File: src/rtl/ppm_pkg.sv
package ppm_pkg;

  typedef enum logic [1:0] {
    ST_IDLE  = 2'd0,
    ST_PAUSE = 2'd1,
    ST_MARK  = 2'd2,
    ST_EOF   = 2'd3
  } ppm_state_e;

endpackage

File: src/rtl/ppm_tick_cnt.sv
module ppm_tick_cnt #(
  parameter int W = 8
) (
  input  logic         clk,
  input  logic         rst_n,
  input  logic         clr,
  input  logic         inc,
  output logic [W-1:0] cnt
);

  always_ff @(posedge clk or negedge rst_n) begin
    if (!rst_n)   cnt <= '0;
    else if (clr) cnt <= '0;
    else if (inc) cnt <= cnt + W'(1);
  end

endmodule

File: src/rtl/ppm_bit_shifter.sv
module ppm_bit_shifter #(
  parameter int DATA_W = 32,
  parameter int LEN_W  = 7
) (
  input  logic              clk,
  input  logic              rst_n,
  input  logic              load,
  input  logic [DATA_W-1:0] data_in,
  input  logic [LEN_W-1:0]  len_in,
  input  logic              shift,
  output logic              cur_bit,
  output logic              last_bit,
  output logic              empty_in
);

  localparam logic [LEN_W-1:0] MAX_LEN = LEN_W'(DATA_W);

  logic [DATA_W-1:0] sh;
  logic [LEN_W-1:0]  rem;
  logic [LEN_W-1:0]  eff_len;

  always_comb begin
    eff_len  = (len_in > MAX_LEN) ? MAX_LEN : len_in;
    empty_in = (len_in == '0);
    cur_bit  = sh[0];
    last_bit = (rem == LEN_W'(1));
  end

  always_ff @(posedge clk or negedge rst_n) begin
    if (!rst_n) begin
      sh  <= '0;
      rem <= '0;
    end else if (load) begin
      sh  <= data_in;
      rem <= eff_len;
    end else if (shift) begin
      sh  <= sh >> 1;
      rem <= rem - LEN_W'(1);
    end
  end

  // the loaded count never exceeds the word width
  p_len_clamp_r9: assert property (@(posedge clk) disable iff (!rst_n)
    load |=> (rem <= MAX_LEN));

endmodule

File: src/rtl/ppm_reply_timer.sv
module ppm_reply_timer #(
  parameter int W        = 16,
  parameter bit SATURATE = 1'b1
) (
  input  logic         clk,
  input  logic         rst_n,
  input  logic         clr,
  input  logic         tick,
  output logic [W-1:0] cnt
);

  logic at_top;
  logic bump;

  generate
    if (SATURATE) begin : g_sat
      assign at_top = &cnt;
    end else begin : g_wrap
      assign at_top = 1'b0;
    end
  endgenerate

  assign bump = tick && !at_top;

  always_ff @(posedge clk or negedge rst_n) begin
    if (!rst_n)    cnt <= '0;
    else if (clr)  cnt <= '0;
    else if (bump) cnt <= cnt + W'(1);
  end

  // without a tick or a clear the reply counter holds
  p_reply_hold_r8: assert property (@(posedge clk) disable iff (!rst_n)
    (!clr && !tick) |=> $stable(cnt));

endmodule

File: src/rtl/ppm_frame_tx.sv
module ppm_frame_tx
  import ppm_pkg::*;
#(
  parameter int DATA_W  = 32,
  parameter int T_PAUSE = 30,
  parameter int T_ONE   = 150,
  parameter int T_ZERO  = 90,
  parameter int RPLY_W  = 16,
  parameter int LEN_W   = $clog2(DATA_W) + 2
) (
  input  logic              clk,
  input  logic              rst_n,
  input  logic              tick,
  input  logic              frm_valid,
  output logic              frm_ready,
  input  logic [DATA_W-1:0] frm_data,
  input  logic [LEN_W-1:0]  frm_len,
  input  logic              ks_bit,
  output logic              ks_step,
  output logic              carrier_en,
  output logic              busy,
  output logic              done,
  output logic [RPLY_W-1:0] reply_ticks
);

  localparam int CNT_W = $clog2(T_ONE + 1);
  localparam logic [CNT_W-1:0] PAUSE_LAST = CNT_W'(T_PAUSE - 1);
  localparam logic [CNT_W-1:0] ONE_LAST   = CNT_W'(T_ONE - 1);
  localparam logic [CNT_W-1:0] ZERO_LAST  = CNT_W'(T_ZERO - 1);

  ppm_state_e       st, st_nx;
  logic [CNT_W-1:0] tcnt;
  logic             enc;
  logic             cur_bit, last_bit, empty_in;
  logic             accept, pause_end, mark_end, eof_end;
  logic             cnt_clr, cnt_inc;
  logic             done_q;

  always_comb begin
    frm_ready  = (st == ST_IDLE);
    accept     = frm_valid && frm_ready;
    pause_end  = tick && (tcnt == PAUSE_LAST);
    mark_end   = (st == ST_MARK) && tick && (tcnt == (enc ? ONE_LAST : ZERO_LAST));
    eof_end    = (st == ST_EOF) && pause_end;
    ks_step    = (st == ST_PAUSE) && pause_end;
    carrier_en = !((st == ST_PAUSE) || (st == ST_EOF));
    busy       = (st != ST_IDLE);
    cnt_clr    = accept || mark_end || eof_end;
    cnt_inc    = tick && (st != ST_IDLE);
  end

  always_comb begin
    st_nx = st;
    unique case (st)
      ST_IDLE:  if (accept)    st_nx = empty_in ? ST_EOF : ST_PAUSE;
      ST_PAUSE: if (pause_end) st_nx = ST_MARK;
      ST_MARK:  if (mark_end)  st_nx = last_bit ? ST_EOF : ST_PAUSE;
      ST_EOF:   if (eof_end)   st_nx = ST_IDLE;
      default:                 st_nx = ST_IDLE;
    endcase
  end

  always_ff @(posedge clk or negedge rst_n) begin
    if (!rst_n) begin
      st     <= ST_IDLE;
      enc    <= 1'b0;
      done_q <= 1'b0;
    end else begin
      st     <= st_nx;
      done_q <= eof_end;
      if (ks_step) enc <= cur_bit ^ ks_bit;
    end
  end

  assign done = done_q;

  ppm_tick_cnt #(.W(CNT_W)) u_tick_cnt (
    .clk   (clk),
    .rst_n (rst_n),
    .clr   (cnt_clr),
    .inc   (cnt_inc),
    .cnt   (tcnt)
  );

  ppm_bit_shifter #(.DATA_W(DATA_W), .LEN_W(LEN_W)) u_shifter (
    .clk      (clk),
    .rst_n    (rst_n),
    .load     (accept),
    .data_in  (frm_data),
    .len_in   (frm_len),
    .shift    (mark_end),
    .cur_bit  (cur_bit),
    .last_bit (last_bit),
    .empty_in (empty_in)
  );

  ppm_reply_timer #(.W(RPLY_W), .SATURATE(1'b1)) u_reply (
    .clk   (clk),
    .rst_n (rst_n),
    .clr   (eof_end),
    .tick  (tick),
    .cnt   (reply_ticks)
  );

  // an accepted frame begins with the carrier off
  p_accept_gap_r3: assert property (@(posedge clk) disable iff (!rst_n)
    (frm_valid && frm_ready) |=> (!carrier_en && busy));

  // after a keystream step the carrier is back on
  p_step_rearm_r6: assert property (@(posedge clk) disable iff (!rst_n)
    ks_step |=> carrier_en);

  // the end pulse comes with the carrier on and the block idle
  p_done_idle_r7: assert property (@(posedge clk) disable iff (!rst_n)
    done |-> (carrier_en && !busy));

  // the reply counter is cleared in the end-pulse cycle
  p_done_reply_r8: assert property (@(posedge clk) disable iff (!rst_n)
    done |-> (reply_ticks == '0));

  // with no tick a running frame stands still
  p_no_tick_hold_r10: assert property (@(posedge clk) disable iff (!rst_n)
    (busy && !tick) |=> ($stable(carrier_en) && !done));

endmodule

File: config.mk
export PLATFORM = sky130hd
export DESIGN_NAME = ppm_frame_tx
export DESIGN_NICKNAME = d
export VERILOG_FILES = /design/src/rtl/ppm_pkg.sv /design/src/rtl/ppm_tick_cnt.sv /design/src/rtl/ppm_bit_shifter.sv /design/src/rtl/ppm_reply_timer.sv /design/src/rtl/ppm_frame_tx.sv
export SDC_FILE = /design/constraint.sdc
export NUM_CORES = 1
export LEC_CHECK = 0
export BUFFER_PORTS_ARGS = -buffer_cell sky130_fd_sc_hd__clkbuf_2
export CORE_MARGIN = 5
export CORE_UTILIZATION = 50
export DETAILED_ROUTE_END_ITERATION = 10
export GPL_ROUTABILITY_DRIVEN = 0
export PLACE_DENSITY = 0.73
export SLEW_MARGIN = 20
export SYNTH_ARGS = -nofsm -noshare
export SYNTH_HDL_FRONTEND = slang
export SYNTH_HIERARCHICAL = 1
export SYNTH_SLANG_ARGS = --single-unit
export TNS_END_PERCENT = 50
File: constraint.sdc
create_clock -name clk -period 4.5 [get_ports clk]
set_input_delay 0.45 -clock clk [delete_from_list [all_inputs] [get_ports clk]]
set_output_delay 0.45 -clock clk [all_outputs]
set_load 0.02 [all_outputs]
# Word-level counts from Yosys, hierarchy flattened
# Index checks and enable logic that the tools add are counted.
# Widths: inputs -> output; s select.
[totals]
reg_bits = 67
in_bits = 44
output_inout_bits = 21
elab_cells = 60
[op_classes]
add_sub_neg = 3
magnitude_cmp = 1
eq_ne = 10
muxes = 17
bitwise = 1
n_reduce_logical = 21
[op_table]
columns = ["cell", "n"]
rows = [
  ["$mux 32", 2],
  ["$mux 16", 2],
  ["$mux 8", 3],
  ["$mux 7", 3],
  ["$add 16x1->16 const B", 1],
  ["$reduce_and 16->1", 1],
  ["$mux 2", 6],
  ["$add 8x1->8 const B", 1],
  ["$eq 8x5->1 const B", 1],
  ["$eq 8x8->1", 1],
  ["$logic_and 1x1->1", 8],
  ["$pmux 2 s4", 1],
  ["$reduce_bool 2->1", 4],
  ["$eq 7x1->1 const B", 1],
  ["$gt 7x6->1 const B", 1],
  ["$logic_not 7->1", 1],
  ["$sub 7x1->7 const B", 1],
  ["$ne 2x2->1 const B", 3],
  ["$eq 2x2->1 const B", 2],
  ["$reduce_and 4->1", 1],
  ["$logic_or 1x1->1", 3],
  ["$eq 2x1->1 const B", 1],
  ["$logic_not 1->1", 2],
  ["$logic_not 2->1", 1],
  ["2 further kinds", 2],
]

# Depth between registers and ports, before layout
# Gate-level depths: netlist of the first run.
[depth]
ltp_word = 6
mapped_depth = 9
depth_no_buf = 7

# Modules after synthesis
# Netlist of the first run, hierarchy kept.
[by_module_without_submodules]
columns = ["mod", "n_inst", "cells_per_inst", "area_per_inst_um2", "seq_area_each_um2"]
rows = [
  ["ppm_bit_shifter", 1, 183, 1851.8, 975.9],
  ["ppm_reply_timer", 1, 95, 919.6, 400.4],
  ["ppm_tick_cnt", 1, 37, 396.6, 200.2],
  ["ppm_frame_tx", 1, 36, 310.3, 100.1],
]

# Least setup slack after synthesis of the first run
# No wires, ideal clock.
[synth_path]
kind = "reg-to-reg"
from = "register u_tick_cnt.cnt[1]"
to = "register u_tick_cnt.cnt[5]"
setup_time_ps = 77
arrival_ps = 2155
required_ps = 4423
setup_slack_ps = 2267
stages_incl_launch_ff = 9
path_buffers = 1
synth_period_minus_slack_ps = 2233
cell_sequence = "dfrtp_1 -> nor3b_4 -> nand2_1 -> or4_4 -> or3b_1 -> buf_4 -> o2111ai_4 -> or3_1 -> a21oi_1"
[synth_between]
elab_chain_len = 5
word_cells_on_any_way = 11
classes_between = "1 x add/sub; 2 x eq/ne; 2 x mux; 6 x reduce/logical"
[synth_rtl]
columns = ["item", "line_no", "text"]
rows = [
  ["start: declaration", "ppm_tick_cnt.sv:8", "output logic [W-1:0] cnt"],
  ["start signal: assignment", "ppm_tick_cnt.sv:14", "else if (inc) cnt <= cnt + W'(1);"],
  ["$eq 8x8->1 or $eq 8x5->1 (tied branches)", "ppm_frame_tx.sv:43, ppm_frame_tx.sv:42", ""],
  ["$logic_and 1x1->1 (on tied branches)", "ppm_frame_tx.sv:43, ppm_frame_tx.sv:42", ""],
  ["$logic_or 1x1->1 or $logic_and 1x1->1 (tied branches)", "ppm_frame_tx.sv:48, ppm_frame_tx.sv:44", ""],
  ["$logic_or 1x1->1 (*)", "ppm_frame_tx.sv:48", "cnt_clr = accept || mark_end || eof_end;"],
  ["via cnt_clr", "ppm_frame_tx.sv:36", "logic cnt_clr, cnt_inc;"],
  ["$mux 8 or $reduce_bool 2->1 (tied branches)", "--", ""],
]
# The timed path passes the listed nets; every way through them passes the cells marked *. The select of a mux whose other input is x is not followed.
# A chain may end at the register's enable or synchronous reset.

# Final worst setup path of the first run
[layout_path]
from = "register u_tick_cnt.cnt[1]"
to = "register u_shifter.rem[5]"
[layout_between]
elab_chain_len = 3
[layout_rtl]
columns = ["item", "line_no", "text"]
rows = [
  ["$eq 8x8->1", "ppm_frame_tx.sv:43", "mark_end = (st == ST_MARK) && tick && (tcnt == (enc ? ONE_LAST : ZERO_LAST));"],
  ["$logic_and 1x1->1", "ppm_frame_tx.sv:43", ""],
  ["via mark_end", "ppm_frame_tx.sv:35", "logic accept, pause_end, mark_end, eof_end;"],
  ["$reduce_bool 2->1 (no line)", "--", ""],
  ["end signal: assignment", "ppm_bit_shifter.sv:35", "rem <= eff_len;"],
  ["end signal: assignment", "ppm_bit_shifter.sv:38", "rem <= rem - LEN_W'(1);"],
  ["end: declaration", "ppm_bit_shifter.sv:19", "logic [LEN_W-1:0] rem;"],
]
# The timed path passes the listed nets, and every way through them passes these cells.

==> results of run 1 <==
[flip-flops by register name, summed over array words and instances, names as in the netlist]
name	cells
u_reply/cnt	16
u_tick_cnt/cnt	8
st	2
enc	1
u_shifter/rem	7
u_shifter/sh	32
done	1
[path summary, 6_finish.rpt]
kind,startpoint,end,cells past startpoint
max,u_tick_cnt/cnt[1]$_DFFE_PN0P_,u_shifter/rem[5]$_DFFE_PN0P_,8
max in group asynchronous,rst_n,u_shifter/sh[17]$_DFFE_PN0P_,2
min,rst_n,u_tick_cnt/cnt[4]$_DFFE_PN0P_,1
max reg2reg,u_tick_cnt/cnt[1]$_DFFE_PN0P_,u_shifter/rem[5]$_DFFE_PN0P_,8
min in group clk,frm_data[19],u_shifter/sh[19]$_DFFE_PN0P_,3
min reg2reg,u_shifter/sh[31]$_DFFE_PN0P_,u_shifter/sh[31]$_DFFE_PN0P_,2
[synth_stat cells, drive strengths merged, types with 4 or more instances]
cell,number,share of area
mux2i,34,0.098
nand4,5,0.011
o21ai,46,0.066
dfrtp,67,0.48
xnor2,5,0.013
nand3,10,0.018
nand2,50,0.054
and2,5,0.0090
a21oi,16,0.023
nor3b,5,0.014
nor4,4,0.0090
nor2b,4,0.0072
buf,6,0.010
nor3,6,0.012
nor2,17,0.018
or3,8,0.014
inv,8,0.0086
clkbuf,10,0.011
nand2b,4,0.0072
or4,5,0.013
ha,4,0.014
xor2,5,0.013
[cell usage in the layout (no fill, tap or decap), types with 2 or more instances in the layout]
cell,n
dfrtp_1,67
clkbuf_2,63
nand2_1,50
o21ai_0,46
mux2i_1,34
nor2_1,17
a21oi_1,16
clkbuf_8,10
nand3_1,9
or3_1,8
inv_1,7
xnor2_1,5
xor2_1,5
nor3_1,5
and2_1,4
nand4_1,4
nor3b_1,4
nor2b_1,4
buf_4,4
nand2b_1,4
ha_1,4
nor4_1,3
o31ai_1,3
or4_1,3
a31oi_1,3
nor4bb_1,2
nand4b_1,2
or4_4,2
clkinvlp_4,2
bufinv_16,2
[critical path, delay by kind of cell, from the launching register on]
family / cells / cell delay, ps
simple gates: 6 / 1700
buf+inv: 2 / 510
flops: 1 / 460
[metal layers]
layer / up-vias / global-route usage / part of all wire
met4: 0 / 0.0781 / 0.012
met5: - / 0 / 0
met1: 1325 / 0.238 / 0.48
li1: 1386 / - / -
met3: 7 / 0.0394 / 0.041
met2: 45 / 0.271 / 0.47
[area by class of cell]
type,instances,area [um^2]
Clock buffer,10,138
Clock inverter,6,88.8
Fill cell,592,2690
Inverter,8,30.0
Multi-Input combinational cell,260,1700
Sequential cell,67,1680
Tap cell,96,120
Timing Repair Buffer,68,350
[power by group through the flow]
stage / clock network (mW) / logic (mW) / registers, mW
final: 0.564 / 0.527 / 1.00
after detailed placement: 0 / 0.532 / 1.01
after CTS: 0.576 / 0.533 / 1.00
after global routing: 0.600 / 0.600 / 1.04
after floorplan: 0 / 0.361 / 1.00
after global placement: 0 / 0.510 / 1.00
[kinds of logic (layout without fill, tap and decap cells)]
kind of cell	count (synthesis)	count (layout)	share of synthesized area
fa+ha+maj	4	4	0.0144
compound gates	75	75	0.126
flops	67	67	0.482
mux	36	36	0.105
buf+inv	24	92	0.0295
simple gates	135	135	0.218
xor+xnor	10	10	0.0252
==> impl_metrics.yaml, run 1 <==
timing:
  fin_crit_sh: 0.630
  max_slew_margin: 0.579
  min_period_ps: 2830
  drv_slew: 0
  final.setup.tns_ps: 0
  fin_worst_skew_ps: 10.9
  max_freq_mhz: 353
  fin_ws_ps: 1670
  hold_violations: 0
  rsz0062_at_grt: "no"
  hold_ws_ps: 12.2
  setup_viol: 0
  max_slew.worst_pin.slew_ps: 632
logic_synthesis:
  ys_seq_area_frac: 0.482
  synth-async-reset-ratio: 1.00
  synthCells: 351
  synth_edf_count: 0
  synth.distinct_cells: 50
  synthesis.area_um2: 3480
  synthFlopType: "dfrtp_1"
  syn_nets: 399
  avgSynthCellArea_um2: 9.91
  synth.yosys.warnings: 6
  ys_ff_latch: 67
status:
  status: "completed"
floorplan:
  ios: 65
  core_area_um2: 6790
  die_w_um: 93.4
  num_rows: 30
  floorplan.initialDensity: 0.512
  die_area_um2: 8720
  fp.dieH_um: 93.4
power_and_ir_drop:
  p_leak_nw: 1.73
  power_per_cell_area_nw_per_um2: 510
  p_sw_frac: 0.337
  peakVddDrop_mv: 0.264
  pwr-share-clk: 0.269
  seqPwrFrac: 0.479
  cell_internal_pwr_mw: 1.39
  p_comb_frac: 0.252
  power.switching_mw: 0.706
  finalPower_mw: 2.10
placed_design:
  dpl_worst_slack_ps: 1630
  portBuffers: 64
  hpwl_um: 5180
  placed_cell_area_um2: 3880
  place_inst: 499
cts:
  cts_sinks: 67
  worstSkewPairLatency_ps: 340
  post_cts_resized: 0
  clockBufferDepth: 2
  cts_buffers: 9
  htreeDepth: 3
  cts_tree: "done"
  cts-root-buf: "clkbuf_8"
  cts_setup_buffers: 0
  clkTransAtPathRegs_ps: 80
  hold_buffers: 0
global_route:
  grt_pass1_wl_um: 12300
  grt.total_usage: 0.176
  overflow: 0
  grt_max_degree: 76
  grt_pass1_vias: 2729
  antenna_found_initial: 0
drt:
  drt_iter0_drc: 134
  wl_per_cell_um: 14.1
  dr_total_vias: 2763
  wl_um: 7250
  drt_first_pass_iters: 5
  drc_errors: 0
  drt-vias-per-instance: 5.37
  postRouteAntennaNets: 0
layout:
  drive_gt1_frac: 0.239
  final_area_um2: 4100
  fin_cells: 515
  nNetsFinal: 462
  final_util: 0.604
  area_growth_syn_to_layout_pct: 18.0
  num_antenna_cells: 0
worst_setup_path:
  worst_ep_arrival_time_ps: 3030
  crit_chain: "nor3b_4 -> nand2_1 -> or4_4 -> clkinv_1 -> buf_4 -> nor4b_1 -> and4b_1 -> nor4_1"
  required_ps: 4700
  cp-end-kind: "register"
  worstSetupPathType: "reg -> reg"
  slowest_stage: "nor4b_1"
  cp-start-kind: "register"
  cp_max_fo: 38
  slowest_delay_ps: 550
  regToRegSetupSlack_ps: 1670
hold_path:
  holdCritPathClass: "in -> async"
job:
  drv_cap: 0
(Power assumes the default switching activity.)
==> run 2, diff against run 1 <==
--- a/config.mk
+++ b/config.mk
@@ -10,7 +10,7 @@
 export CORE_UTILIZATION = 50
 export DETAILED_ROUTE_END_ITERATION = 10
 export GPL_ROUTABILITY_DRIVEN = 0
-export PLACE_DENSITY = 0.73
+export PLACE_DENSITY = 0.76
 export SLEW_MARGIN = 20
 export SYNTH_ARGS = -nofsm -noshare
 export SYNTH_HDL_FRONTEND = slang
==> constraint.sdc (replaced) <==
create_clock -name clk -period 2.4 [get_ports clk]
set_input_delay 0.24 -clock clk [delete_from_list [all_inputs] [get_ports clk]]
set_output_delay 0.24 -clock clk [all_outputs]
set_load 0.02 [all_outputs]
==> run 2 against run 1 <==
Clock power increased by 88%. Sequential share of layout area decreased by 1.0 points. Die area unchanged. Cell count grew 1.6%. Setup slack got worse by 1600 ps. Largest cell class unchanged.
==> impl_metrics.yaml, run 2 (synthesized netlist as in run 1, its figures left out) <==
status:
  status: "completed"
timing:
  fin_worst_skew_ps: 11.0
  min_period_ps: 2300
  max_slew.worst_pin.slew_ps: 652
  drv_slew: 0
  final.setup.tns_ps: 0
  fin_crit_sh: 0.960
  hold_violations: 0
  setup_viol: 0
  max_freq_mhz: 434
  max_slew_margin: 0.565
hold_path:
  hold_path_startpoint: "frm_data[11]"
  holdCritPathClass: "in -> reg"
  min_to: "u_shifter/sh[11]$_DFFE_PN0P_"
  hold_depth: 3
drt:
  wl_um: 7540
  drt-vias-per-instance: 5.40
  wl_per_cell_um: 14.4
  drt_first_pass_iters: 4
  drc_errors: 0
  postRouteAntennaNets: 0
  dr_total_vias: 2824
  drt_iter0_drc: 127
placed_design:
  place_inst: 506
  portBuffers: 64
  hpwl_um: 5310
layout:
  num_antenna_cells: 0
  layout_commonest_cell: "dfrtp_1"
  biggestRegsByFlops: "u_shifter/sh: 32 flops, u_reply/cnt: 16 flops, u_tick_cnt/cnt: 8 flops"
  largest_register_ffs: 32
  area_growth_syn_to_layout_pct: 21.0
  final_util: 0.619
  top_register: "u_shifter/sh"
  nNetsFinal: 470
  layout_common_cells: "dfrtp_1 (67), clkbuf_2 (63), nand2_1 (50), o21ai_0 (46), mux2i_1 (34)"
  drive_gt1_frac: 0.253
  fin_cells: 523
global_route:
  grt_pass1_vias: 2743
  grt_pass1_wl_um: 12700
  grt_max_degree: 43
  antenna_found_initial: 0
  grt.total_usage: 0.183
  overflow: 0
cts:
  cts_tree: "done"
  worstSkewPairLatency_ps: 350
  cts_setup_buffers: 0
  clkTransAtPathRegs_ps: 90
  clockBufferDepth: 2
  htreeDepth: 3
  cts-root-buf: "clkbuf_8"
  cts_buffers: 9
  cts_sinks: 67
floorplan:
  fp.dieH_um: 93.4
  die_w_um: 93.4
  floorplan.initialDensity: 0.512
  core_area_um2: 6790
  ios: 65
  num_rows: 30
  die_area_um2: 8720
worst_setup_path:
  crit_chain: "nor3b_4 -> nand2_1 -> or4_4 -> or3b_1 -> o2111ai_4 -> or3_1 -> a21oi_1"
  regToRegSetupSlack_ps: 100
  cp_max_fo: 5
  cp-end-kind: "register"
  r2r_end: "u_tick_cnt/cnt[5]$_DFFE_PN0P_"
  worst_ep_arrival_time_ps: 2570
  cp-start-kind: "register"
  slowest_stage: "or4_4"
  slowest_delay_ps: 490
  worst_r2r_path_depth: 7
  worstSetupPathType: "reg -> reg"
  required_ps: 2660
  r2r_start: "u_tick_cnt/cnt[1]$_DFFE_PN0P_"
power_and_ir_drop:
  finalPower_mw: 3.99
  p_leak_nw: 1.79
  peakVddDrop_mv: 0.619
  power_per_cell_area_nw_per_um2: 948
job:
  drv_cap: 0
==> run 2: cell types whose count changed in the layout (fill, tap and decap cells not counted), moves of 2 or more <==
cell,delta
clkinvlp_4,-2
buf_4,+4
buf_12,+3
clkinv_4,+2
==> run 2: stage by stage <==
| stage | setup slack (ps) | cell area [um^2] | hold slack (ps) |
|---|---|---|---|
| floorplan | 167 | 3480 | -55.6 |
| global placement | 186 | 3970 | 310 |
| detailed placement | 142 | 3970 | 317 |
| CTS | 100 | 4200 | 84.1 |
| global route | -17.2 | 4210 | 102 |
| finish | 96.2 | 4210 | 94.2 |
==> run 2: layer usage <==
metal	global-route usage	wire length (um)	up-vias
li1	-	-	1397
met1	0.249	3500	1334
met2	0.286	3560	83
met3	0.0346	398	10
met4	0.0781	83	0
met5	0	0	-
==> run 2: critical path, delay by kind of cell, from the launching register on <==
kind            cells  cell delay [ps]
simple gates        5             1430
compound gates      2              320
flops               1              460
==> run 2: repair_timing <==
action,CTS,global route
gates resized for setup,0,1
hold buffers,1,0
hold endpoints to repair,27,0
endpoints found under the setup margin,0,1
==> run 2: worst max-delay path by stage <==
| stage | from | endpoint | depth (start not counted) | slack [ps] |
|---|---|---|---|---|
| after floorplan | u_tick_cnt/cnt[1]$_DFFE_PN0P_ | u_tick_cnt/cnt[5]$_DFFE_PN0P_ | 8 | 170 |
| after global placement | u_tick_cnt/cnt[1]$_DFFE_PN0P_ | u_tick_cnt/cnt[5]$_DFFE_PN0P_ | 7 | 190 |
| after detailed placement | u_tick_cnt/cnt[1]$_DFFE_PN0P_ | u_tick_cnt/cnt[5]$_DFFE_PN0P_ | 7 | 140 |
| after CTS | u_tick_cnt/cnt[1]$_DFFE_PN0P_ | u_tick_cnt/cnt[5]$_DFFE_PN0P_ | 7 | 100 |
| after global routing | u_tick_cnt/cnt[6]$_DFFE_PN0P_ | u_tick_cnt/cnt[5]$_DFFE_PN0P_ | 7 | -20 |
| final | u_tick_cnt/cnt[1]$_DFFE_PN0P_ | u_tick_cnt/cnt[5]$_DFFE_PN0P_ | 7 | 100 |
==> run 2: final cells by class <==
| cell class | count | area [um^2] |
|---|---|---|
| Timing Repair Buffer | 76 | 450 |
| Tap cell | 96 | 120 |
| Inverter | 8 | 30.0 |
| Clock inverter | 7 | 100 |
| Sequential cell | 67 | 1680 |
| Multi-Input combinational cell | 260 | 1710 |
| Clock buffer | 9 | 124 |
| Fill cell | 584 | 2590 |
==> run 2: power by group <==
part           leakage (nW)  internal [mW]  switching, mW
combinational         0.813          0.502          0.555
clock                 0.114          0.592          0.467
sequential            0.860           1.52          0.349
